**config.mk**
```make
export PLATFORM = sky130hd
export DESIGN_NAME = access_combiner
export DESIGN_NICKNAME = d
export VERILOG_FILES = /design/src/rtl/acc_pkg.sv /design/src/rtl/acc_translate.sv /design/src/rtl/acc_datapath.sv /design/src/rtl/acc_control.sv /design/src/rtl/access_combiner.sv
export SDC_FILE = /design/constraint.sdc
export NUM_CORES = 1
export LEC_CHECK = 0
export ABC_CLOCK_PERIOD_IN_PS = 2800
export BUFFER_PORTS_ARGS = -buffer_cell sky130_fd_sc_hd__buf_2
export CORE_MARGIN = 4
export CORE_UTILIZATION = 48
export CTS_BUF_LIST = sky130_fd_sc_hd__clkbuf_4 sky130_fd_sc_hd__clkbuf_8 sky130_fd_sc_hd__clkbuf_16
export DETAILED_ROUTE_END_ITERATION = 7
export GPL_TIMING_DRIVEN = 0
export PLACE_DENSITY = 0.84
export SYNTH_ARGS = -nofsm -noshare
export SYNTH_HDL_FRONTEND = slang
export SYNTH_SLANG_ARGS = --single-unit
```
**constraint.sdc**
```tcl
create_clock -name clk -period 2.8 [get_ports clk]
set_input_delay 0.28 -clock clk [delete_from_list [all_inputs] [get_ports clk]]
set_output_delay 0.28 -clock clk [all_outputs]
set_load 0.02 [all_outputs]
```
**src/rtl/acc_pkg.sv**
```systemverilog
package acc_pkg;

  typedef enum logic [1:0] {
    TR_IDLE   = 2'b00,
    TR_BUSY   = 2'b01,
    TR_NONSEQ = 2'b10,
    TR_SEQ    = 2'b11
  } htrans_e;

  localparam logic [2:0] BURST_SINGLE = 3'b000;
  localparam logic [2:0] BURST_INCR   = 3'b001;

  // strobes from control to datapath
  typedef struct packed {
    logic load;   // capture a new plan
    logic step;   // move to the next beat
  } acc_ctl_t;

  function automatic int maxInt(input int a, input int b);
    return (a > b) ? a : b;
  endfunction

endpackage

```
**src/rtl/acc_translate.sv**
```systemverilog
module acc_translate #(
  parameter int LEN_W       = 5,
  parameter int CNT_W       = 6,
  parameter int RBUF_WORDS  = 8,
  parameter int WFIFO_WORDS = 8,
  parameter int BOUNDARY    = 32,
  localparam int OFF_W      = $clog2(BOUNDARY)
) (
  input  logic             reqWrite,
  input  logic [2:0]       reqSize,
  input  logic             reqBurst,
  input  logic [LEN_W-1:0] reqLen,
  input  logic             reqPrefetch,
  input  logic [OFF_W-1:0] reqOffset,
  output logic [CNT_W-1:0] planLen,
  output logic [2:0]       planSize,
  output logic             planGap
);

  localparam logic [CNT_W-1:0] RBUF_C  = CNT_W'(RBUF_WORDS);
  localparam logic [CNT_W-1:0] WFIFO_C = CNT_W'(WFIFO_WORDS);

  logic             wideAccess;
  logic [2:0]       beatSize;
  logic [OFF_W:0]   bytesLeft;
  logic [CNT_W-1:0] lenNz;
  logic [CNT_W-1:0] edgeBeats;

  always_comb begin
    wideAccess = reqSize > 3'd2;
    beatSize   = wideAccess ? 3'd2 : reqSize;
    bytesLeft  = (OFF_W+1)'(BOUNDARY) - {1'b0, reqOffset};
    lenNz      = (reqLen == '0) ? CNT_W'(1) : CNT_W'(reqLen);
    edgeBeats  = CNT_W'(bytesLeft >> beatSize);
    if (edgeBeats == '0) edgeBeats = CNT_W'(1);

    planSize = beatSize;
    planGap  = 1'b0;
    if (!reqBurst) begin
      planLen = wideAccess ? (CNT_W'(1) << (reqSize - 3'd2)) : CNT_W'(1);
    end else if (reqWrite) begin
      planLen = (lenNz > WFIFO_C) ? WFIFO_C : lenNz;
    end else if (reqPrefetch) begin
      planLen = (edgeBeats > RBUF_C) ? RBUF_C : edgeBeats;
    end else begin
      planLen = lenNz;
      planGap = 1'b1;
    end
  end

endmodule

```
**src/rtl/acc_datapath.sv**
```systemverilog
module acc_datapath
  import acc_pkg::*;
#(
  parameter int ADDR_W = 32,
  parameter int CNT_W  = 6
) (
  input  logic              clk,
  input  logic              rstN,
  input  acc_ctl_t          ctl,
  input  logic [ADDR_W-1:0] reqAddr,
  input  logic [CNT_W-1:0]  planLen,
  input  logic [2:0]        planSize,
  input  logic              planGap,
  output logic [ADDR_W-1:0] curAddr,
  output logic [2:0]        curSize,
  output logic              gapMode,
  output logic              lastBeat
);

  logic [CNT_W-1:0] remain;

  always_ff @(posedge clk) begin
    if (!rstN) begin
      curAddr <= '0;
      curSize <= '0;
      gapMode <= 1'b0;
      remain  <= '0;
    end else if (ctl.load) begin
      curAddr <= reqAddr;
      curSize <= planSize;
      gapMode <= planGap;
      remain  <= planLen;
    end else if (ctl.step) begin
      curAddr <= curAddr + (ADDR_W'(1) << curSize);
      remain  <= remain - CNT_W'(1);
    end
  end

  assign lastBeat = (remain == CNT_W'(1));

  AST_NONZERO_PLAN: assert property (@(posedge clk) disable iff (!rstN)
    ctl.load |-> (planLen != '0)) else $error("plan length zero");

  AST_NO_UNDERFLOW: assert property (@(posedge clk) disable iff (!rstN)
    ctl.step |-> (remain > CNT_W'(1))) else $error("step past last beat");

endmodule

```
**src/rtl/acc_control.sv**
```systemverilog
module acc_control
  import acc_pkg::*;
(
  input  logic     clk,
  input  logic     rstN,
  input  logic     reqValid,
  input  logic     dnHready,
  input  logic     lastBeat,
  input  logic     gapMode,
  output acc_ctl_t ctl,
  output logic     reqReady,
  output htrans_e  transOut
);

  typedef enum logic [1:0] {ST_IDLE, ST_BEAT, ST_GAP} state_e;

  state_e state;
  logic   firstBeat;

  always_comb begin
    ctl.load = (state == ST_IDLE) && reqValid;
    ctl.step = (state == ST_BEAT) && dnHready && !lastBeat;
    reqReady = (state == ST_IDLE);
    case (state)
      ST_BEAT: transOut = firstBeat ? TR_NONSEQ : TR_SEQ;
      ST_GAP:  transOut = TR_BUSY;
      default: transOut = TR_IDLE;
    endcase
  end

  always_ff @(posedge clk) begin
    if (!rstN) begin
      state     <= ST_IDLE;
      firstBeat <= 1'b0;
    end else begin
      case (state)
        ST_IDLE: if (reqValid) begin
          state     <= ST_BEAT;
          firstBeat <= 1'b1;
        end
        ST_BEAT: if (dnHready) begin
          firstBeat <= 1'b0;
          if (lastBeat)     state <= ST_IDLE;
          else if (gapMode) state <= ST_GAP;
        end
        ST_GAP: if (dnHready) state <= ST_BEAT;
        default: state <= ST_IDLE;
      endcase
    end
  end

  AST_TRANS_HOLD: assert property (@(posedge clk) disable iff (!rstN)
    (state != ST_IDLE && !dnHready) |=> $stable(transOut)) else $error("trans moved in wait");

  AST_BUSY_ONLY_GAP: assert property (@(posedge clk) disable iff (!rstN)
    (transOut == TR_BUSY) |-> gapMode) else $error("BUSY outside paced burst");

endmodule

```
**src/rtl/access_combiner.sv**
```systemverilog
module access_combiner
  import acc_pkg::*;
#(
  parameter int ADDR_W      = 32,
  parameter int LEN_W       = 5,
  parameter int RBUF_WORDS  = 8,
  parameter int WFIFO_WORDS = 8,
  parameter int BOUNDARY    = 32
) (
  input  logic              clk,
  input  logic              rstN,
  input  logic              reqValid,
  output logic              reqReady,
  input  logic              reqWrite,
  input  logic [2:0]        reqSize,
  input  logic              reqBurst,
  input  logic [LEN_W-1:0]  reqLen,
  input  logic              reqPrefetch,
  input  logic [ADDR_W-1:0] reqAddr,
  output logic [1:0]        dnHtrans,
  output logic [ADDR_W-1:0] dnHaddr,
  output logic [2:0]        dnHsize,
  output logic [2:0]        dnHburst,
  input  logic              dnHready
);

  localparam int OFF_W = $clog2(BOUNDARY);
  localparam int CNT_W = maxInt(maxInt(LEN_W, 6),
                         maxInt(maxInt($clog2(RBUF_WORDS+1), $clog2(WFIFO_WORDS+1)),
                                $clog2(BOUNDARY+1)));

  acc_ctl_t         ctl;
  htrans_e          transOut;
  logic [CNT_W-1:0] planLen;
  logic [2:0]       planSize;
  logic             planGap;
  logic             gapMode;
  logic             lastBeat;

  acc_translate #(
    .LEN_W(LEN_W), .CNT_W(CNT_W), .RBUF_WORDS(RBUF_WORDS),
    .WFIFO_WORDS(WFIFO_WORDS), .BOUNDARY(BOUNDARY)
  ) uTranslate (
    .reqWrite(reqWrite), .reqSize(reqSize), .reqBurst(reqBurst),
    .reqLen(reqLen), .reqPrefetch(reqPrefetch),
    .reqOffset(reqAddr[OFF_W-1:0]),
    .planLen(planLen), .planSize(planSize), .planGap(planGap)
  );

  acc_datapath #(.ADDR_W(ADDR_W), .CNT_W(CNT_W)) uDatapath (
    .clk(clk), .rstN(rstN), .ctl(ctl), .reqAddr(reqAddr),
    .planLen(planLen), .planSize(planSize), .planGap(planGap),
    .curAddr(dnHaddr), .curSize(dnHsize), .gapMode(gapMode), .lastBeat(lastBeat)
  );

  acc_control uControl (
    .clk(clk), .rstN(rstN), .reqValid(reqValid), .dnHready(dnHready),
    .lastBeat(lastBeat), .gapMode(gapMode), .ctl(ctl),
    .reqReady(reqReady), .transOut(transOut)
  );

  assign dnHtrans = transOut;
  assign dnHburst = (transOut == TR_IDLE) ? BURST_SINGLE : BURST_INCR;

  AST_FIRST_NONSEQ: assert property (@(posedge clk) disable iff (!rstN)
    (reqValid && reqReady) |=> (dnHtrans == 2'b10)) else $error("first beat not NONSEQ");

  AST_ADDR_HOLD: assert property (@(posedge clk) disable iff (!rstN)
    (dnHtrans != 2'b00 && !dnHready) |=> ($stable(dnHaddr) && $stable(dnHsize))) else $error("addr moved in wait");

  AST_PREFETCH_EDGE: assert property (@(posedge clk) disable iff (!rstN)
    (reqValid && reqReady && reqBurst && !reqWrite && reqPrefetch)
      |-> ((int'(reqAddr[OFF_W-1:0]) + (int'(planLen) << planSize)) <= BOUNDARY))
    else $error("prefetch crosses boundary");

endmodule

```
==> key figures <==
Route
  • Post-DR vias/cell: 5.93
  • Initial DRC Count: 273
  • WL per Instance: 15.6 um
  • Residual antenna-violating net count after detailed routing: 0
  • Detailed-route DRC error count: 0
  • Detailed-route wire length: 9.63 mm
  • Vias post-DR: 3654
  • Number of iterations in the first detailed-routing pass: 5

STA
  • Setup TNS Final: 0 ps
  • Final count of hold timing violations: 0
  • Time the worst path needs with I/O delays and setup: 2710 ps
  • Tightest Pin Transition: 934 ps
  • Setup ws final: 93.9 ps
  • Final worst-path cycle share: 0.966
  • Relative slew margins: 0.372
  • Final count of negative-setup-slack endpoints: 0
  • Maximum clock frequency: 0.370 GHz
  • Largest clock skew in the final design: 7.57 ps
  • Slew Limit Fails: 0

GRT
  • Vias in the first global route: 3446
  • Global-route wire length before repair: 15.8 mm
  • Pin count of the biggest net entering global routing: 15
  • Initial antenna violation count: 0
  • Combined global-route utilization of all metal layers: 0.223
  • Overall overflow remaining after global route: 0

Run
  • Max-Cap Viols: 0

Floorplan
  • IO Count: 88
  • Y dimension of the die: 91.4 um
  • Starting utilization of the core area: 0.492
  • Standard-cell rows: 30
  • Core Box Area: 6790 um^2
  • X dimension of the die: 91.4 um
  • Die outline area: 8360 um^2

Worst setup path
  • Endpoint of the most critical register-to-register path: uDatapath.curAddr[30]
  • Crit path from: uDatapath.curSize[0]
  • Maximum fanout encountered on the critical timing path: 10
  • Critical path launch point type: flop
  • Crit Path Category: reg -> reg
  • Beginning of the worst register-to-register path: uDatapath.curSize[0]
  • Nature of the critical path endpoint: flop
  • End of the critical path: uDatapath.curAddr[30]
  • Reg-to-reg setup timing slack: 90 ps
  • Cells on worst reg2reg path: 11
  • Signal arrival time at the worst endpoint: 2950 ps
  • Req. time, crit path: 3040 ps

Logic synthesis
  • Netlist Area Pre-Place: 3340 um^2
  • Synth Area per Inst: 7.86 um^2
  • Top FF cell, synth: dfxtp_1
  • Fraction of registers with async set/reset: 0
  • Flop and latch count out of synthesis: 45
  • Portion of the post-synthesis area used by sequential elements: 0.270
  • Post-synthesis cell count: 425
  • Warnings from Yosys: 0
  • Unique masters post-synth: 66
  • Number of synthesized flops with an enable pin: 0

Placement
  • Placed Cells: 607
  • IO Port Bufs: 85
  • Half-perimeter wire length after placement: 7.18 mm
  • Routability congestion estimate: 0.948
  • Post-place setup slack: -132 ps

Clocking
  • CTS Hold Buffers Added: 0
  • TritonCTS Buffers: 5
  • Sink count of the clock tree: 45
  • H-tree depth reported by CTS: 2
  • Clock slew at the register clock pins of the worst setup and hold paths: 90 ps
  • CTS root buf: clkbuf_8
  • CTS tree: built
  • Insertion delay of the later-clocked pin in the worst-skew pair: 300 ps
  • Number of buffers on the longest clock path: 2

Final layout
  • Proportion of layout cells with a drive suffix above 1: 0.246
  • P&R area growth vs syn: 21.2%
  • Fin util: 0.596
  • Non-filler instance count after layout: 616
  • Count of antenna diodes in the layout: 0
  • Count of nets after finishing: 584

Pwr
  • Internal power consumption: 1630 uW
  • Power density over cell area: 736 nW/um^2
  • Combinational cell fraction of total power: 0.493
  • Switching share of total power: 0.452
  • Sequential share of power: 0.335
  • Maximum vdd drop: 301 uV
  • Part of the total power dissipated in the clock network: 0.172
  • Switching power: 1350 uW
  • Lkg Pwr: 0.00162 uW

Outcome
  • Run status: completed

Worst hold path
  • Worst hold path type: in -> reg
[kinds of logic after synthesis]
logic type	count (synthesis)	share of synthesized area
AO/OA/AOI/OAI	143	0.284
XOR/XNOR	27	0.0708
adder cells (fa/ha/maj)	18	0.0697
buffers and inverters	46	0.0633
flip-flops	45	0.270
multiplexers	4	0.0157
other	1	0.00112
AND/OR/NAND/NOR	141	0.226
[placed cells by master (no fill, tap or decap), types with 3 or more instances in the layout]
| cell | count |
|---|---|
| xnor2_1 | 23 |
| a2111oi_0 | 4 |
| clkbuf_8 | 5 |
| o31ai_1 | 9 |
| clkbuf_1 | 12 |
| nor3_1 | 11 |
| nand4_1 | 4 |
| a21o_1 | 4 |
| a211oi_1 | 7 |
| a31oi_1 | 14 |
| and3_1 | 4 |
| xor2_1 | 4 |
| buf_4 | 6 |
| ha_1 | 16 |
| and2_0 | 3 |
| nand3_1 | 12 |
| mux2i_1 | 3 |
| a21oi_1 | 34 |
| nand2_1 | 31 |
| inv_1 | 22 |
| dfxtp_1 | 42 |
| o21ai_0 | 38 |
| a311oi_1 | 4 |
| nor3b_1 | 3 |
| nor2_1 | 37 |
| buf_6 | 3 |
| nor2b_1 | 5 |
| o21a_1 | 5 |
| or4_1 | 7 |
| buf_2 | 87 |
| nor4_1 | 4 |
| o211ai_1 | 4 |
| o211a_1 | 3 |
[cells in the mapped netlist, types with 2 or more instances]
cell type  instances  share of area
o21ai_2            2         0.0052
ha_1              17          0.064
o211ai_1           4         0.0090
nand2b_1           2         0.0037
nand2_1           31          0.035
nand3_1           12          0.018
o21ai_0           38          0.057
nor3b_1            3         0.0067
a21oi_1           34          0.051
and3_1             4         0.0075
buf_6              3          0.010
a31oi_1           14          0.026
o211a_1            3         0.0090
nor3_1            12          0.018
mux2i_1            3         0.0090
buf_2              3         0.0045
buf_4              2         0.0045
inv_1             22          0.025
nor4_1             4         0.0075
o21a_1             5          0.011
a211oi_1           7          0.016
o31ai_1            9          0.020
nand4_1            4         0.0075
xnor2_1           23          0.060
a31o_2             2         0.0052
or3_1              2         0.0037
or4_1              7          0.016
a2111oi_0          4          0.010
a21o_1             4         0.0090
nor2_1            37          0.042
a311oi_1           4          0.010
and4_1             2         0.0052
and2_0             3         0.0056
dfxtp_1           45           0.27
xor2_1             4          0.010
clkbuf_1          15          0.017
o21bai_1           2         0.0045
nor2b_1            5         0.0094
[power by group through the flow]
| stage | Clock (uW) | Combinational (uW) | Sequential, uW |
|---|---|---|---|
| 6_report | 513 | 1470 | 998 |
| 5_1_grt | 545 | 1590 | 1020 |
| 4_1_cts | 517 | 1430 | 990 |
| 3_5_place_dp | 0 | 1430 | 994 |
| 3_3_place_gp | 0 | 1390 | 987 |
| 2_1_floorplan | 0 | 877 | 1110 |
[worst max-delay path, stage by stage (launching register included)]
cell,delay [ps]
dfxtp_2,390
nor3_2,170
ha_2,220
inv_1,60
fa_2,360
nor2b_1,140
o21a_1,190
o21ai_4,110
a21o_1,200
clkbuf_4,190
or4_1,470
a31oi_1,160
[sequential cells by signal, indices dropped and copies added (netlist names)]
name / cells
uDatapath.curSize: 3
uControl.firstBeat: 1
uDatapath.remain: 6
uDatapath.curAddr: 32
uDatapath.gapMode: 1
uControl.state: 2
[worst min-delay path by stage]
stage,startpoint,end,slack [ps],cells past startpoint
detailed placement,uDatapath.gapMode,uDatapath.gapMode,450,2
floorplan,reqAddr[1],uDatapath.curAddr[1],420,2
global placement,uDatapath.gapMode,uDatapath.gapMode,440,2
global route,reqAddr[7],uDatapath.curAddr[7],260,2
CTS,reqAddr[7],uDatapath.curAddr[7],250,2
finish,reqAddr[13],uDatapath.curAddr[13],250,3
[metal layers]
layer,global-route usage,routed length (um),vias to the layer above
met3,0.0315,663,14
met2,0.384,4780,188
li1,-,-,1750
met1,0.285,4070,1702
met4,0.0729,115,0
met5,0,0,-
[through the flow]
| stage | hold WS (ps) | cell area [um^2] | total power [uW] |
|---|---|---|---|
| after floorplan | 416 | 3340 | 1980 |
| after global placement | 444 | 3890 | 2380 |
| after detailed placement | 451 | 3890 | 2420 |
| after CTS | 253 | 4000 | 2940 |
| after global routing | 259 | 4050 | 3150 |
| final | 252 | 4050 | 2980 |
[cell type report]
class,count,area (um^2)
buffer,21,120
clock inverter,2,38.8
inverter,22,82.6
tap,96,120
timing repair buffer,89,455
fill,597,2750
multi-input combinational,335,2250
sequential,45,907
clock buffer,6,76.3
[repair_timing]
| action | CTS | global route |
|---|---|---|
| setup buffers | 0 | 4 |
| resized for setup | 3 | 6 |
| pin swaps | 0 | 2 |
| endpoints found under the setup margin | 3 | 9 |
(Power assumes the default switching activity.)
